`config.mk`:
```
export PLATFORM = sky130hd
export DESIGN_NAME = dma_burst_trigger
export DESIGN_NICKNAME = d
export VERILOG_FILES = /design/src/rtl/dbt_pkg.sv /design/src/rtl/dbt_thresh.sv /design/src/rtl/dbt_arbiter.sv /design/src/rtl/dma_burst_trigger.sv
export SDC_FILE = /design/constraint.sdc
export NUM_CORES = 1
export LEC_CHECK = 0
export ABC_AREA = 1
export ABC_CLOCK_PERIOD_IN_PS = 2580
export BUFFER_PORTS_ARGS = -buffer_cell sky130_fd_sc_hd__buf_2
export CAP_MARGIN = 10
export CORE_UTILIZATION = 46
export DETAILED_ROUTE_END_ITERATION = 8
export MAX_ROUTING_LAYER = met4
export PLACE_DENSITY = 0.69
export SYNTH_ARGS = -nofsm -noshare
export SYNTH_HDL_FRONTEND = slang
export SYNTH_SLANG_ARGS = --single-unit
```
`constraint.sdc`:
```
create_clock -name clk -period 2.58 [get_ports clk]
set_clock_uncertainty 0.05 [all_clocks]
set_input_delay 0.129 -clock clk [delete_from_list [all_inputs] [get_ports clk]]
set_output_delay 0.129 -clock clk [all_outputs]
set_load 0.01 [all_outputs]
```
`src/rtl/dbt_pkg.sv`:
```
package dbt_pkg;
  typedef enum logic {
    MODE_PACKED = 1'b0,
    MODE_PLANAR = 1'b1
  } trig_mode_e;

  localparam int THR_W = 6;

  // 2-bit code to DWORD threshold: 4, 8, 16, 32
  function automatic logic [THR_W-1:0] code_to_dw(input logic [1:0] code);
    return THR_W'(4) << code;
  endfunction
endpackage

```
`src/rtl/dbt_thresh.sv`:
```
module dbt_thresh
  import dbt_pkg::*;
#(
  parameter int LVL_W    = 7,
  parameter int NUM_FIFO = 3
) (
  input  logic [LVL_W-1:0]    lvl [NUM_FIFO],
  input  logic [1:0]          code_packed,
  input  logic [1:0]          code_plane0,
  input  logic [1:0]          code_plane12,
  output logic                packed_hit,
  output logic [NUM_FIFO-1:0] plane_hit
);
  localparam int SUM_W = LVL_W + $clog2(NUM_FIFO);

  logic [SUM_W-1:0] lvl_sum;

  always_comb begin
    lvl_sum = '0;
    for (int i = 0; i < NUM_FIFO; i++) begin
      lvl_sum = lvl_sum + SUM_W'(lvl[i]);
    end
  end

  assign packed_hit = (lvl_sum >= SUM_W'(code_to_dw(code_packed)));

  genvar g;
  generate
    for (g = 0; g < NUM_FIFO; g++) begin : g_plane
      if (g == 0) begin : g_first
        assign plane_hit[g] = (SUM_W'(lvl[g]) >= SUM_W'(code_to_dw(code_plane0)));
      end else begin : g_shared
        assign plane_hit[g] = (SUM_W'(lvl[g]) >= SUM_W'(code_to_dw(code_plane12)));
      end
      always_comb begin
        AST_SUM_NO_OVERFLOW: assert (lvl_sum >= SUM_W'(lvl[g]));
      end
    end
  endgenerate
endmodule

```
`src/rtl/dbt_arbiter.sv`:
```
module dbt_arbiter #(
  parameter int NUM_FIFO = 3,
  localparam int IDX_W   = (NUM_FIFO > 1) ? $clog2(NUM_FIFO) : 1
) (
  input  logic [NUM_FIFO-1:0] hit,
  input  logic [IDX_W-1:0]    last_idx,
  output logic                gnt_valid,
  output logic [IDX_W-1:0]    gnt_idx
);
  always_comb begin
    gnt_valid = 1'b0;
    gnt_idx   = '0;
    for (int k = 1; k <= NUM_FIFO; k++) begin
      int cand;
      cand = (int'(last_idx) + k) % NUM_FIFO;
      if (!gnt_valid && hit[cand]) begin
        gnt_valid = 1'b1;
        gnt_idx   = IDX_W'(cand);
      end
    end
  end

  always_comb begin
    AST_GRANT_IS_READY: assert (!gnt_valid || hit[gnt_idx]);
    AST_GRANT_NOT_LOST: assert ((hit == '0) || gnt_valid);
  end
endmodule

```
`src/rtl/dma_burst_trigger.sv`:
```
module dma_burst_trigger
  import dbt_pkg::*;
#(
  parameter int LVL_W = 7
) (
  input  logic             clk,
  input  logic             rst_n,
  input  logic             fifo_en,
  input  logic             dma_en,
  input  logic             planar_mode,
  input  logic [1:0]       code_packed,
  input  logic [1:0]       code_plane0,
  input  logic [1:0]       code_plane12,
  input  logic [LVL_W-1:0] lvl0,
  input  logic [LVL_W-1:0] lvl1,
  input  logic [LVL_W-1:0] lvl2,
  input  logic             burst_done,
  output logic             flush,
  output logic             req,
  output logic [1:0]       req_fifo
);
  localparam int NUM_FIFO = 3;
  localparam int IDX_W    = $clog2(NUM_FIFO);

  logic [LVL_W-1:0]    lvl_arr [NUM_FIFO];
  logic                packed_hit;
  logic [NUM_FIFO-1:0] plane_hit;
  logic                gnt_valid;
  logic [IDX_W-1:0]    gnt_idx;
  trig_mode_e          mode;
  logic                eval_en;

  logic             req_q, req_d;
  logic [IDX_W-1:0] sel_q, sel_d;
  logic [IDX_W-1:0] last_q, last_d;
  logic             req_ce, sel_ce, last_ce;

  assign lvl_arr[0] = lvl0;
  assign lvl_arr[1] = lvl1;
  assign lvl_arr[2] = lvl2;
  assign mode       = trig_mode_e'(planar_mode);
  assign eval_en    = fifo_en & dma_en;

  dbt_thresh #(.LVL_W(LVL_W), .NUM_FIFO(NUM_FIFO)) u_thresh (
    .lvl          (lvl_arr),
    .code_packed  (code_packed),
    .code_plane0  (code_plane0),
    .code_plane12 (code_plane12),
    .packed_hit   (packed_hit),
    .plane_hit    (plane_hit)
  );

  dbt_arbiter #(.NUM_FIFO(NUM_FIFO)) u_arb (
    .hit       (plane_hit),
    .last_idx  (last_q),
    .gnt_valid (gnt_valid),
    .gnt_idx   (gnt_idx)
  );

  // next-state
  always_comb begin
    req_d  = req_q;
    sel_d  = sel_q;
    last_d = last_q;
    if (!eval_en) begin
      req_d = 1'b0;
    end else if (req_q) begin
      if (burst_done) begin
        req_d = 1'b0;
        if (mode == MODE_PLANAR) last_d = sel_q;
      end
    end else if (mode == MODE_PLANAR) begin
      if (gnt_valid) begin
        req_d = 1'b1;
        sel_d = gnt_idx;
      end
    end else if (packed_hit) begin
      req_d = 1'b1;
      sel_d = '0;
    end
  end

  assign req_ce  = (req_d != req_q);
  assign sel_ce  = req_d & ~req_q;
  assign last_ce = req_q & burst_done & eval_en & (mode == MODE_PLANAR);

  // registers
  always_ff @(posedge clk or negedge rst_n) begin
    if (!rst_n) begin
      req_q  <= 1'b0;
      sel_q  <= '0;
      last_q <= IDX_W'(NUM_FIFO - 1);
    end else begin
      if (req_ce)  req_q  <= req_d;
      if (sel_ce)  sel_q  <= sel_d;
      if (last_ce) last_q <= last_d;
    end
  end

  assign flush    = ~fifo_en;
  assign req      = req_q;
  assign req_fifo = 2'(sel_q);

  AST_FLUSH_DROPS_REQ: assert property (@(posedge clk) disable iff (!rst_n)
    !fifo_en |=> !req_q);
  AST_DMA_GATES_REQ: assert property (@(posedge clk) disable iff (!rst_n)
    !dma_en |=> !req_q);
  AST_HOLD_REQ: assert property (@(posedge clk) disable iff (!rst_n)
    (req_q && !burst_done && eval_en) |=> (req_q && $stable(sel_q)));
  AST_DONE_GAP: assert property (@(posedge clk) disable iff (!rst_n)
    (req_q && burst_done) |=> !req_q);
  AST_PACKED_IDX: assert property (@(posedge clk) disable iff (!rst_n)
    (!req_q && eval_en && !planar_mode) |=> (!req_q || sel_q == '0));
endmodule

```
== After elaboration in Yosys (flattened, before gate mapping) ==
Cells that the tools add are included.

* Register bits: 5
* Input port bits: 33
* Output and inout bits: 4
* Word-level logic and storage cells: 61

* $add $sub $neg: 5
* Div/mod/pow operators: 3
* Order comparisons: 7
* Equality and inequality tests: 2
* Shift-type cells: 3
* Multiplexer cells: 24
* Bitwise logic cells: 7
* Reduce and logical (&&, ||, !) cells: 7

{| class="wikitable"
|+ Operators by type and width
! operator !! count
|-
| less-than comparator 32 x 4 -> 1 bit (second input constant) || 3
|-
| modulo 32 x 3 -> 32 bit (second input constant) || 3
|-
| greater-or-equal comparator 7 x 6 -> 1 bit || 3
|-
| << shifter 3 x 2 -> 6 bit (first input constant) || 3
|-
| 2-to-1 mux 1 bit || 15
|-
| 2-to-1 mux 2 bit || 6
|-
| AND reduction 5 bit || 2
|-
| adder 9 x 7 -> 9 bit || 1
|-
| greater-or-equal comparator 9 x 6 -> 1 bit || 1
|-
| adder 7 x 7 -> 8 bit || 1
|-
| adder 2 x 2 -> 3 bit (second input constant) || 2
|-
| binary-select mux 1 bit (select 2 bit) || 3
|-
| bitwise AND 1 bit || 5
|-
| adder 2 x 1 -> 3 bit (second input constant) || 1
|-
| logical AND 1 bit || 2
|-
| zero test 1 bit || 2
|-
| != test 2 x 1 -> 1 bit (second input constant) || 1
|-
| NOT 1 bit || 2
|-
| nonzero test 2 bit || 1
|-
| != test 1 bit || 1
|}

== Depth between registers and ports, before layout ==
Gate-level depths: netlist of the first run.

* Depth after elaboration: 18
* Mapped depth: 28
* Gate-level depth less buffers: 28

== Cells and area by module ==
A second synthesis of the first run with hierarchy kept.

* Cells, all modules: 222
* Area total of the unflattened synthesis: 1403.8 µm²

{| class="wikitable"
|+ By module, submodules not included
! module !! times used !! cells an instance !! area each (µm²) !! sequential area each (µm²)
|-
| dbt_thresh || 1 || 136 || 887.1 || 0.0
|-
| dma_burst_trigger || 1 || 44 || 302.8 || 126.4
|-
| dbt_arbiter || 1 || 42 || 214.0 || 0.0
|}

== Least setup slack after synthesis of the first run ==
OpenSTA, ideal clock, no wires.

* Kind: input-to-reg
* From: input port lvl0[0]
* To: register sel_q[0], in the netlist req_fifo[0]
* Library setup time: 65 ps
* Arrival: 3159 ps
* Required time: 2465 ps
* Slack: -694 ps
* Cell stages on the path: 24
* Path buffers: 0
* Cell sequence: ha_1 > fa_1 > xor2_1 > ha_1 > nand2_1 > nand2_1 > a31oi_1 > xnor2_1 > ha_1 > o21a_1 > o21ai_0 > nand2_1 > a21oi_1 > nand3_2 > o21ai_2 > nand2_2 > nand2_1 > nor2_1 > ha_1 > nand3_1 > inv_1 > o211ai_1 > nand2_1 > nand2_1

* Cells in the longest elaborated chain, start to end: 17
* Elaborated cells between the ends (all ways): 34
* Classes of those cells: 2 x add/sub; 2 x order compare; 1 x eq/ne; 22 x mux; 1 x bitwise; 6 x reduce/logical

{| class="wikitable"
|+ Ends and longest elaborated chain
! what !! RTL line !! RTL
|-
| start, declared || dma_burst_trigger.sv:14 || <nowiki>input logic [LVL_W-1:0] lvl0,</nowiki>
|-
| parallel branches: the longest is 12 deep, another holds adder 9 x 7 -> 9 bit || -- ||
|-
| 2-to-1 mux 1 bit * || dma_burst_trigger.sv:72 || <nowiki>end else if (mode == MODE_PLANAR) begin</nowiki>
|-
| 2-to-1 mux 1 bit * || dma_burst_trigger.sv:67 || <nowiki>end else if (req_q) begin</nowiki>
|-
| 2-to-1 mux 1 bit * || dma_burst_trigger.sv:65 || <nowiki>if (!eval_en) begin</nowiki>
|-
| named net req_d || dma_burst_trigger.sv:33 || <nowiki>logic req_q, req_d;</nowiki>
|-
| bitwise AND 1 bit * || dma_burst_trigger.sv:84 || <nowiki>assign sel_ce = req_d & ~req_q;</nowiki>
|-
| AND reduction 5 bit (no line) * || -- ||
|-
| end signal, assigned || dma_burst_trigger.sv:95 || <nowiki>if (sel_ce) sel_q <= sel_d;</nowiki>
|-
| end, declared || dma_burst_trigger.sv:34 || <nowiki>logic [IDX_W-1:0] sel_q, sel_d;</nowiki>
|}

Mark *: on every way through the listed nets, which the timed path passes. The select of a mux whose other input is x is not followed.
A chain may end at the register's enable or synchronous reset.

== Worst setup path in the final report of the first run ==
* From: input port lvl1[0]
* To: register sel_q[0], in the netlist req_fifo[0]

* Cells in the longest elaborated chain, start to end: 17
* Elaborated cells between the ends (all ways): 34
* Classes of those cells: 2 x add/sub; 2 x order compare; 1 x eq/ne; 22 x mux; 1 x bitwise; 6 x reduce/logical

{| class="wikitable"
|+ Ends and longest elaborated chain
! what !! RTL line !! RTL
|-
| start, declared || dma_burst_trigger.sv:15 || <nowiki>input logic [LVL_W-1:0] lvl1,</nowiki>
|-
| parallel branches: the longest is 12 deep, another holds adder 9 x 7 -> 9 bit || -- ||
|-
| 2-to-1 mux 1 bit * || dma_burst_trigger.sv:72 ||
|-
| 2-to-1 mux 1 bit * || dma_burst_trigger.sv:67 ||
|-
| 2-to-1 mux 1 bit * || dma_burst_trigger.sv:65 ||
|-
| named net req_d || dma_burst_trigger.sv:33 ||
|-
| bitwise AND 1 bit * || dma_burst_trigger.sv:84 ||
|-
| AND reduction 5 bit (no line) * || -- ||
|}

Marked as above.

==> results by group, run 1 <==
Run status
  • Status: finished with violations
  • Failing checks: setup timing

Power and ir drop
  • Lkg Pwr: 1.21 nW
  • Pwr Density: 558 nW/um2
  • Max VDD drop: 0.231 mV

Logic synthesis
  • Syn. warnings: 0
  • Yosys reg bits: 5
  • Largest family of logic cells by synthesized area: simple AND/OR/NAND/NOR gates
  • Adder-Cell Fraction of Synth Area: 31.2%
  • Mean Syn Cell Area: 6.65 um2
  • Compound-cell area share of the yosys netlist: 6.38%
  • Simple-gate area share of the yosys netlist: 38.5%
  • Net Count, Synth: 293
  • XOR/XNOR Fraction of Synth Area: 5.29%
  • Mux contribution to synthesized area: 0%
  • Unique masters post-synth: 26
  • Mapped Area: 1490 um2
  • Mapped Cells: 224
  • Sequential share of the synthesized area: 8.48%

Hold path
  • Hold Path Class: primary input to async pin

Final layout
  • Commonest non-fill, non-tap cell in the layout: nand2_1
  • Most frequent cells in the layout: nand2_1, inv_1, buf_2
  • Syn-to-layout area delta: 41.1%
  • Nets: 363
  • Fraction of layout cells with a size suffix above 1: 36.2%
  • Inserted Diodes: 0
  • Post-route cell area: 2100 um2
  • Filler cell count: 290

Setup path
  • Crit path max fanout: 2
  • CP Class: primary input to flip-flop
  • Crit. End Element: flip-flop
  • Required time of the critical path: 2.71 ns
  • Worst Path Arrival: 3.22 ns
  • Startpoint Class: primary input

Timing
  • Final period util: 120%
  • Final hold vios: 0
  • Slack of the critical path: -0.506 ns
  • Worst Max-Slew Pin Slew: 0.221 ns
  • Max frequency: 324 MHz
  • Setup TNS: -1.47 ns
  • Slew Limit Fails: 0
  • Slew headroom: 85.1%
  • Final setup viols: 3
  • RSZ-0062 raised after global routing: yes
  • Min Tclk post-route: 3.09 ns

Run
  • Max Cap Viol: 0

Clock tree
  • Clock sink count: 5
  • CTS H-Tree Depth: 1
  • Clock transition at the registers of the reported paths: 0.05 ns
  • CTS tree: built
  • Clk buf depth: 2
  • Root buffer cell: clkbuf_4
  • Clk_lat worst skew: 0.24 ns
  • Total CTS buffers: 3

Die
  • # rows: 20
  • Die Y: 58.9 um
  • Die extent in x: 58.9 um
  • Core area: 3050 um2
  • Die area: 3470 um2
  • Initial Util: 48.8%
  • Num ports: 37

Global routing
  • Antenna violations before repair: 0
  • Vias in the first global route: 1,553
  • Grt ovf: 0
  • First-pass GRT wire length: 5.91 mm
  • Gr usage total: 22.0%
  • Pin count of the biggest net entering global routing: 7

Drt
  • DRC: 0
  • Via count: 1,596
  • Final WL: 3.35 mm
  • Routed Antenna Nets: 0
  • Drt wl/cell: 9.93 um
  • 1st-iter DRT viols: 36
  • Drt pass-1 iters: 4
  • Vias per cell: 4.74

Placement
  • Gpl congestion: 0.790
  • Post-DP HPWL: 2.77 mm
  • PortBufs: 36
  • Placed inst area: 1930 um2
-- critical path: stages --
cell	delay, ns
buf_6	0.10
ha_4	0.15
fa_2	0.34
xor2_1	0.15
ha_1	0.32
nand2_1	0.09
nand2_2	0.09
a31oi_4	0.17
xnor2_2	0.13
ha_1	0.25
o21a_1	0.10
o21ai_1	0.11
nand2_1	0.08
a21oi_2	0.13
nand3_2	0.09
o21ai_2	0.09
nand2_2	0.08
nand2_2	0.07
nor2_2	0.06
ha_4	0.16
nand3_2	0.06
inv_1	0.04
o211ai_1	0.10
nand2_1	0.08
nand2_1	0.06
-- routing by layer --
| layer | wire length (um) | up-vias | GRT usage, % | share of wire (%) |
|---|---|---|---|---|
| met5 | 0 | - | - | 0 |
| li1 | - | 872 | - | - |
| met3 | 79 | 0 | 2.86 | 2.4 |
| met2 | 1660 | 25 | 38.6 | 50 |
| met4 | 0 | 0 | 1.36 | 0 |
| met1 | 1610 | 699 | 27.9 | 48 |
-- state kept, by name (all words and copies together), names as in the netlist --
name	flops
last_q	2
req_fifo	2
req	1
-- cells in the mapped netlist --
| cell | n | area, um2 |
|---|---|---|
| nor2_1 | 7 | 26.3 |
| nand3b_1 | 1 | 7.51 |
| a21oi_1 | 9 | 45.0 |
| dfrtp_1 | 4 | 100 |
| o21ai_2 | 1 | 8.76 |
| a31oi_1 | 1 | 6.26 |
| nand3_2 | 3 | 30.0 |
| nand3_1 | 17 | 85.1 |
| a21o_1 | 2 | 15.0 |
| ha_1 | 34 | 425 |
| nand2_2 | 6 | 37.5 |
| nand2_4 | 3 | 33.8 |
| inv_2 | 1 | 3.75 |
| inv_1 | 39 | 146 |
| nand2_1 | 62 | 233 |
| o21ai_0 | 1 | 5.00 |
| nand4_1 | 11 | 68.8 |
| xnor2_1 | 4 | 35.0 |
| fa_1 | 2 | 40.0 |
| dfstp_2 | 1 | 26.3 |
| nor3_2 | 1 | 10.0 |
| nor3_1 | 1 | 5.00 |
| o211ai_1 | 1 | 7.51 |
| xor2_1 | 5 | 43.8 |
| nor2_2 | 6 | 37.5 |
| o21a_1 | 1 | 7.51 |
-- worst paths after layout --
kind	from	to	slack (ns)	cells past startpoint
max	lvl1[0]	req_fifo[0]	-0.51	25
min	rst_n	last_q[0]	0.18	2
max reg2reg	last_q[1]	req_fifo[0]	0.20	18
min reg2reg	req_fifo[0]	req_fifo[0]	0.45	2
max in group asynchronous	rst_n	last_q[1]	2.09	2
min in group clk	planar_mode	last_q[1]	0.23	3
-- logic make-up after synthesis --
group                      count (synthesis)
buffers and inverters                     40
adders and majority gates                 36
AOI/OAI and AO/OA                         16
and+or+nand+nor                          118
DFF                                        5
xor gates and xnor gates                   9
-- metrics by stage --
step	hold WS, ns	std cells	util (%)	worst slack (ns)	power, W
after floorplan	-0.217	224	-	-0.527	0.000759
after global placement	-0.102	328	63.3	-0.777	0.000978
after detailed placement	-0.0987	328	63.3	-0.777	0.000990
after CTS	0.169	336	67.7	-0.413	0.00114
after global routing	0.198	337	68.9	-0.767	0.00133
final	0.180	337	68.9	-0.506	0.00117
-- final cells by class --
| class | count | area [um2] | share of cell area (%) |
|---|---|---|---|
| sequential | 5 | 126 | 6.01 |
| inverter | 40 | 150 | 7.14 |
| tap | 44 | 55.1 | 2.62 |
| multi-input combinational | 179 | 1330 | 63.0 |
| clock buffer | 4 | 26.3 | 1.25 |
| timing repair buffer | 65 | 420 | 20.0 |
-- power by group --
part	leakage, nW	total, W	internal (W)	switching [W]
combinational	1.14	0.000943	0.000407	0.000535
sequential	0.0611	0.000138	0.000115	0.0000227
clock	0.0150	0.0000927	0.0000586	0.0000341
-- timing repair --
action | 4_1_cts | 5_1_grt
pin swaps | 16 | 9
hold buffers | 1 | 0
buffers inserted | 3 | 2
endpoints found under the setup margin | 3 | 3
endpoints found under the hold margin | 5 | 0
gates resized for setup | 10 | 8
Note: power is estimated with default switching activity, not from simulation.
==> run 2, diff against run 1 <==
- TNS_END_PERCENT: default -> 10
==> run 2 against run 1 <==
  * The flow still finishes with violations (setup timing)
  * Hold slack improved by 0.0069 ns
  * Register-to-register slack improved by 0.03 ns
  * Critical path depth did not move
  * Count of clock-buffer cells in the layout did not move
  * Power fell by 0.73%
  * Largest cell class unchanged
  * Global-route usage fell by 0.23 points
  * Die area did not move
  * Maximum frequency rose by 0.50%
  * Setup slack improved by 0.015 ns
==> results by group, run 2 (same netlist as run 1, synthesis figures left out) <==
Final layout
  • Fraction of layout cells with a size suffix above 1: 37.5%
  • Final Core Density: 68.9%
  • Most frequent cells in the layout: nand2_1, inv_1, buf_2
  • Syn-to-layout area delta: 41.2%
  • Nets: 363
  • Filler cell count: 286
  • Flip-flop and latch area: 126 um2
  • Inserted Diodes: 0
  • Multi-input gate area: 1330 um2
  • Commonest non-fill, non-tap cell in the layout: nand2_1

Clock tree
  • Clk_lat worst skew: 0.25 ns
  • Total CTS buffers: 3
  • CTS tree: built
  • Clock transition at the registers of the reported paths: 0.05 ns
  • Clk buf depth: 2
  • Clock sink count: 5
  • CTS H-Tree Depth: 1
  • Root buffer cell: clkbuf_4

Global routing
  • Grt ovf: 0
  • Vias in the first global route: 1,467
  • Antenna violations before repair: 0
  • Pin count of the biggest net entering global routing: 7
  • Gr usage total: 21.7%
  • First-pass GRT wire length: 5.72 mm

Setup path
  • Worst Path Arrival: 3.20 ns
  • Max incr delay on CP: 0.38 ns
  • Slowest cell on the critical path: fa_2
  • Crit path max fanout: 2
  • Most used cell, CP: nand2_1
  • Crit. End Element: flip-flop
  • CP Class: primary input to flip-flop
  • Required time of the critical path: 2.71 ns
  • Buf/Inv on CP: 2
  • Family with the most delay on the worst path: adder cells
  • Startpoint Class: primary input

Power and ir drop
  • Internal power: 0.000579 W
  • Overall Power: 0.00116 W
  • Clock power share: 8.0%
  • Comb power frac: 80.2%
  • Reg power frac: 11.7%
  • Pwr Density: 553 nW/um2
  • Lkg Pwr: 1.22 nW
  • Switching portion of total power: 50.3%
  • Max VDD drop: 0.265 mV
  • Sw Pwr: 0.000586 W

Timing
  • Slack of the critical path: -0.491 ns
  • Final hold vios: 0
  • Slew headroom: 85.2%
  • Max frequency: 326 MHz
  • RSZ-0062 raised after global routing: yes
  • Worst Max-Slew Pin Slew: 0.221 ns
  • Slew Limit Fails: 0
  • Final setup viols: 3
  • Min Tclk post-route: 3.07 ns
  • Final period util: 119%
  • Hold WS: 0.187 ns

Die
  • Core area: 3050 um2
  • Die Y: 58.9 um
  • Num ports: 37
  • Initial Util: 48.8%
  • Die extent in x: 58.9 um
  • # rows: 20
  • Die area: 3470 um2

Drt
  • 1st-iter DRT viols: 56
  • Drt wl/cell: 9.88 um
  • Final WL: 3.33 mm
  • Vias per cell: 4.73
  • DRC: 0
  • Routed Antenna Nets: 0
  • Drt pass-1 iters: 4
  • Via count: 1,594

Run
  • Max Cap Viol: 0

Placement
  • Gpl congestion: 0.774
  • PortBufs: 36
  • Post-DP HPWL: 2.75 mm

Run status
  • Failing checks: setup timing
  • Status: finished with violations

Hold path
  • Hold Path Class: primary input to async pin
[run 2: path summary, 6_finish.rpt]
check | start | to | slack (ns) | depth (start not counted)
max | lvl0[0] | req_fifo[1] | -0.49 | 25
min | rst_n | last_q[0] | 0.19 | 2
max reg2reg | last_q[1] | req_fifo[1] | 0.23 | 18
min reg2reg | req_fifo[0] | req_fifo[0] | 0.45 | 2
max in group asynchronous | rst_n | last_q[1] | 2.08 | 2
min in group clk | planar_mode | last_q[1] | 0.21 | 3
[run 2: routing by layer]
metal / vias up / share of wire [%] / track usage [%]
li1: 868 / - / -
met1: 694 / 48 / 27.3
met2: 30 / 49 / 38.5
met3: 2 / 2.7 / 3.30
met4: 0 / 0.48 / 1.02
met5: - / 0 / -
[run 2: area by class of cell]
cell class | count | share of cell area (%)
Clock buffer | 4 | 1.25
Inverter | 40 | 7.13
Multi-Input combinational cell | 179 | 63.4
Sequential cell | 5 | 6.00
Tap cell | 44 | 2.62
Timing Repair Buffer | 65 | 19.6
[run 2: timing repair]
| item | CTS | global route |
|---|---|---|
| setup buffers | 5 | 0 |
| endpoints found under the hold margin | 5 | 0 |
| endpoints found under the setup margin | 3 | 3 |
| resized for setup | 10 | 9 |
| hold buffers | 1 | 0 |
| pin swaps | 13 | 11 |
[run 2: power groups by stage]
stage	clock network [W]	logic (W)	registers (W)
after CTS	0.0000993	0.000903	0.000137
final	0.0000934	0.000935	0.000137
after detailed placement	0	0.000849	0.000138
after global placement	0	0.000839	0.000138
after floorplan	0	0.000617	0.000142
after global routing	0.000105	0.00105	0.000141
[run 2: worst reg2reg max path, stage by stage (launching register included)]
cell and delay [ns]:
dfstp_2 0.53, inv_1 0.05, ha_1 0.23, inv_1 0.15, nand4_1 0.11, nand2_1 0.07
nand2_1 0.06, nand2_1 0.10, nand2_2 0.07, o21ai_2 0.16, nand2_2 0.07, nand2_1 0.07
nor2_1 0.04, ha_2 0.17, nand3_2 0.06, inv_1 0.04, o211ai_1 0.10, nand2_1 0.08
nand2_1 0.07
[run 2: through the flow]
stage               setup slack (ns)  cell area [um2]  TNS (ns)  cells
CTS                           -0.434             2070     -1.28    337
finish                        -0.491             2100     -1.45    337
floorplan                     -0.527             1520     -1.57    224
detailed placement            -0.842             1920     -2.49    327
global placement              -0.787             1920     -2.30    327
global route                  -0.696             2100     -1.98    337
==> run 3, diff against run 2 <==
- ABC_AREA: 1 -> default
- PLACE_DENSITY: 0.69 -> 0.72
- SYNTH_HIERARCHICAL: default -> 1
==> run 3 against run 2 <==
  * The flow still finishes with violations (setup timing)
  * Synthesized area down 22%
  * Critical path depth down 7
  * Sequential share of layout area rose by 1.7 points
  * Cell area fell by 22%
  * Via count down 27%
  * Clock power grew 0.7%
  * Wire length fell by 18%
  * Utilization up 2.7 points
  * Setup slack got worse by 0.21 ns
  * First-iteration DRC count fell by 80%
  * Cell count down 33%
  * Largest cell class unchanged
  * Largest power group unchanged
==> results by group, run 3 <==
Timing
  • Final hold vios: 0
  • Max frequency: 305 MHz
  • RSZ-0062 raised after global routing: yes
  • Final setup viols: 3
  • Slew Limit Fails: 0
  • Slew headroom: 83.2%
  • Setup TNS: -2.02 ns
  • Final period util: 127%
  • Worst Max-Slew Pin Slew: 0.246 ns
  • Slack of the critical path: -0.698 ns
  • Min Tclk post-route: 3.28 ns

Power and ir drop
  • Comb power frac: 70.3%
  • Lkg Pwr: 0.842 nW
  • Sw Pwr: 0.000363 W
  • Pwr Density: 513 nW/um2
  • Internal power: 0.000482 W
  • Overall Power: 0.000844 W
  • Switching portion of total power: 43.0%
  • Clock power share: 11.1%
  • Reg power frac: 18.5%
  • Max VDD drop: 0.441 mV

Logic synthesis
  • Mux contribution to synthesized area: 4.51%
  • Largest family of logic cells by synthesized area: adder cells
  • Asr flop ratio synth: 100%
  • Mapped Cells: 131
  • Synth Flop Type: dfrtp_1
  • XOR/XNOR Fraction of Synth Area: 1.50%
  • Sequential share of the synthesized area: 10.8%
  • Post-synth EDFFs: 0
  • Top-area cell type share of the netlist area: 26.9%
  • Mean Syn Cell Area: 8.89 um2
  • Yosys reg bits: 5
  • Compound-cell area share of the yosys netlist: 17.9%
  • Most frequent cell after synthesis: ha_1
  • Cell type with the largest total area after synthesis: ha_1
  • Adder-Cell Fraction of Synth Area: 41.6%
  • Mapped Area: 1160 um2
  • Top post-synthesis cells by area: ha_1, fa_1, dfrtp_1
  • Most instantiated cells after synthesis: ha_1, inv_1, nand2_1
  • Unique masters post-synth: 36
  • Net Count, Synth: 197
  • Simple-gate area share of the yosys netlist: 18.5%
  • Syn. warnings: 6

Final layout
  • Nets: 265
  • Commonest non-fill, non-tap cell in the layout: buf_2
  • Final Core Density: 71.6%
  • Most frequent cells in the layout: buf_2, buf_4, ha_1
  • Fraction of layout cells with a size suffix above 1: 41.4%
  • Syn-to-layout area delta: 41.2%
  • Inserted Diodes: 0

Clock tree
  • Root buffer cell: clkbuf_4
  • Clock transition at the registers of the reported paths: 0.04 ns
  • CTS H-Tree Depth: 1
  • Clk buf depth: 2
  • Clock sink count: 5
  • Total CTS buffers: 3
  • Clk_lat worst skew: 0.25 ns
  • CTS tree: built

Hold path
  • Hold Path Class: primary input to flip-flop
  • Hold wc startpoint: planar_mode

Global routing
  • Antenna violations before repair: 0
  • Grt ovf: 0
  • Gr usage total: 22.9%
  • First-pass GRT wire length: 4.61 mm
  • Pin count of the biggest net entering global routing: 7
  • Vias in the first global route: 1,224

Setup path
  • Worst r2r src: last_q[1]
  • R2R setup slack: -0.08 ns
  • Worst Path Arrival: 3.39 ns
  • Crit path max fanout: 2
  • Crit. End Element: flip-flop
  • Startpoint Class: primary input
  • Required time of the critical path: 2.69 ns
  • Setup crit start: lvl0[1]
  • CP Class: primary input to flip-flop

Drt
  • Via count: 1,163
  • 1st-iter DRT viols: 11
  • DRC: 0
  • Final WL: 2.72 mm
  • Drt pass-1 iters: 4
  • Vias per cell: 5.15
  • Drt wl/cell: 12.0 um
  • Routed Antenna Nets: 0

Die
  • Initial Util: 50.7%
  • # rows: 17
  • Die Y: 52.3 um
  • Core area: 2300 um2
  • Die extent in x: 52.3 um
  • Die area: 2740 um2
  • Num ports: 37

Placement
  • Gpl congestion: 0.812
  • PortBufs: 36
  • Post-DP HPWL: 2.41 mm

Run
  • Max Cap Viol: 0

Run status
  • Failing checks: setup timing
  • Status: finished with violations
## run 3: changes by cell type after synthesis, moves of 8 or more
cell,before,now
nand2b_1,0,8
nand2_1,62,10
nand3_1,17,1
ha_1,34,25
nand4_1,11,1
inv_1,39,16
## run 3: power by group through the flow
stage / clock network (W) / logic, W / registers [W]
3_3_place_gp: 0 / 0.000535 / 0.000151
2_1_floorplan: 0 / 0.000360 / 0.000158
4_1_cts: 0.0000960 / 0.000578 / 0.000157
6_report: 0.0000941 / 0.000594 / 0.000156
5_1_grt: 0.000102 / 0.000664 / 0.000162
3_5_place_dp: 0 / 0.000567 / 0.000154
## run 3: cells by family (layout without fill, tap and decap cells)
group                      Yosys count  count (layout)
AOI/OAI and AO/OA                   29              29
xor gates and xnor gates             2               2
adders and majority gates           34              34
buffers and inverters               16              83
DFF                                  5               5
muxes                                5               5
and+or+nand+nor                     40              40
## run 3: final timing paths
kind / end / cells past startpoint
worst max-delay path: req_fifo[1] / 18
worst min-delay path: req_fifo[0] / 3
worst max register to register: req_fifo[1] / 9
worst min register to register: last_q[0] / 1
max in group asynchronous: last_q[1] / 2
min in group asynchronous: req / 2
## run 3: layout make-up
type | count | area, um2
Timing Repair Buffer | 63 | 385
Fill cell | 183 | 652
Clock buffer | 4 | 26.3
Sequential cell | 5 | 126
Multi-Input combinational cell | 110 | 1010
Inverter | 16 | 60.1
Tap cell | 28 | 35.0
## run 3: what timing repair did
action	CTS	global route
pin swaps	0	1
resized for setup	1	2
setup endpoints to repair	3	3
endpoints found under the hold margin	5	0
hold buffers	1	0
buffers inserted	0	1
## run 3: worst max-delay path: stages
cell,delay [ns]
buf_2,0.11
fa_1,0.55
ha_2,0.19
inv_2,0.04
fa_2,0.34
nor2b_1,0.14
o21ai_1,0.09
nand2b_1,0.10
xor2_1,0.07
ha_1,0.29
o211ai_1,0.10
o311ai_2,0.08
mux2i_1,0.15
a211oi_2,0.22
ha_1,0.19
nor4b_4,0.23
buf_4,0.17
mux2i_1,0.20
## run 3: per-stage QoR
| stage | hold slack (ns) | instance area [um2] | instances | setup WS, ns |
|---|---|---|---|---|
| after floorplan | -0.217 | 1180 | 131 | -0.598 |
| after global placement | -0.105 | 1580 | 220 | -0.682 |
| after detailed placement | -0.0991 | 1580 | 220 | -0.931 |
| after CTS | 0.135 | 1620 | 225 | -0.704 |
| after global routing | 0.135 | 1650 | 226 | -0.880 |
| final | 0.136 | 1650 | 226 | -0.698 |
## run 3: metal layers
layer | track usage [%] | part of all wire (%) | up-vias
met1 | 25.0 | 44 | 544
li1 | - | - | 594
met2 | 43.9 | 53 | 25
met4 | 3.51 | 0 | 0
met5 | - | 0 | -
met3 | 3.48 | 3.1 | 0
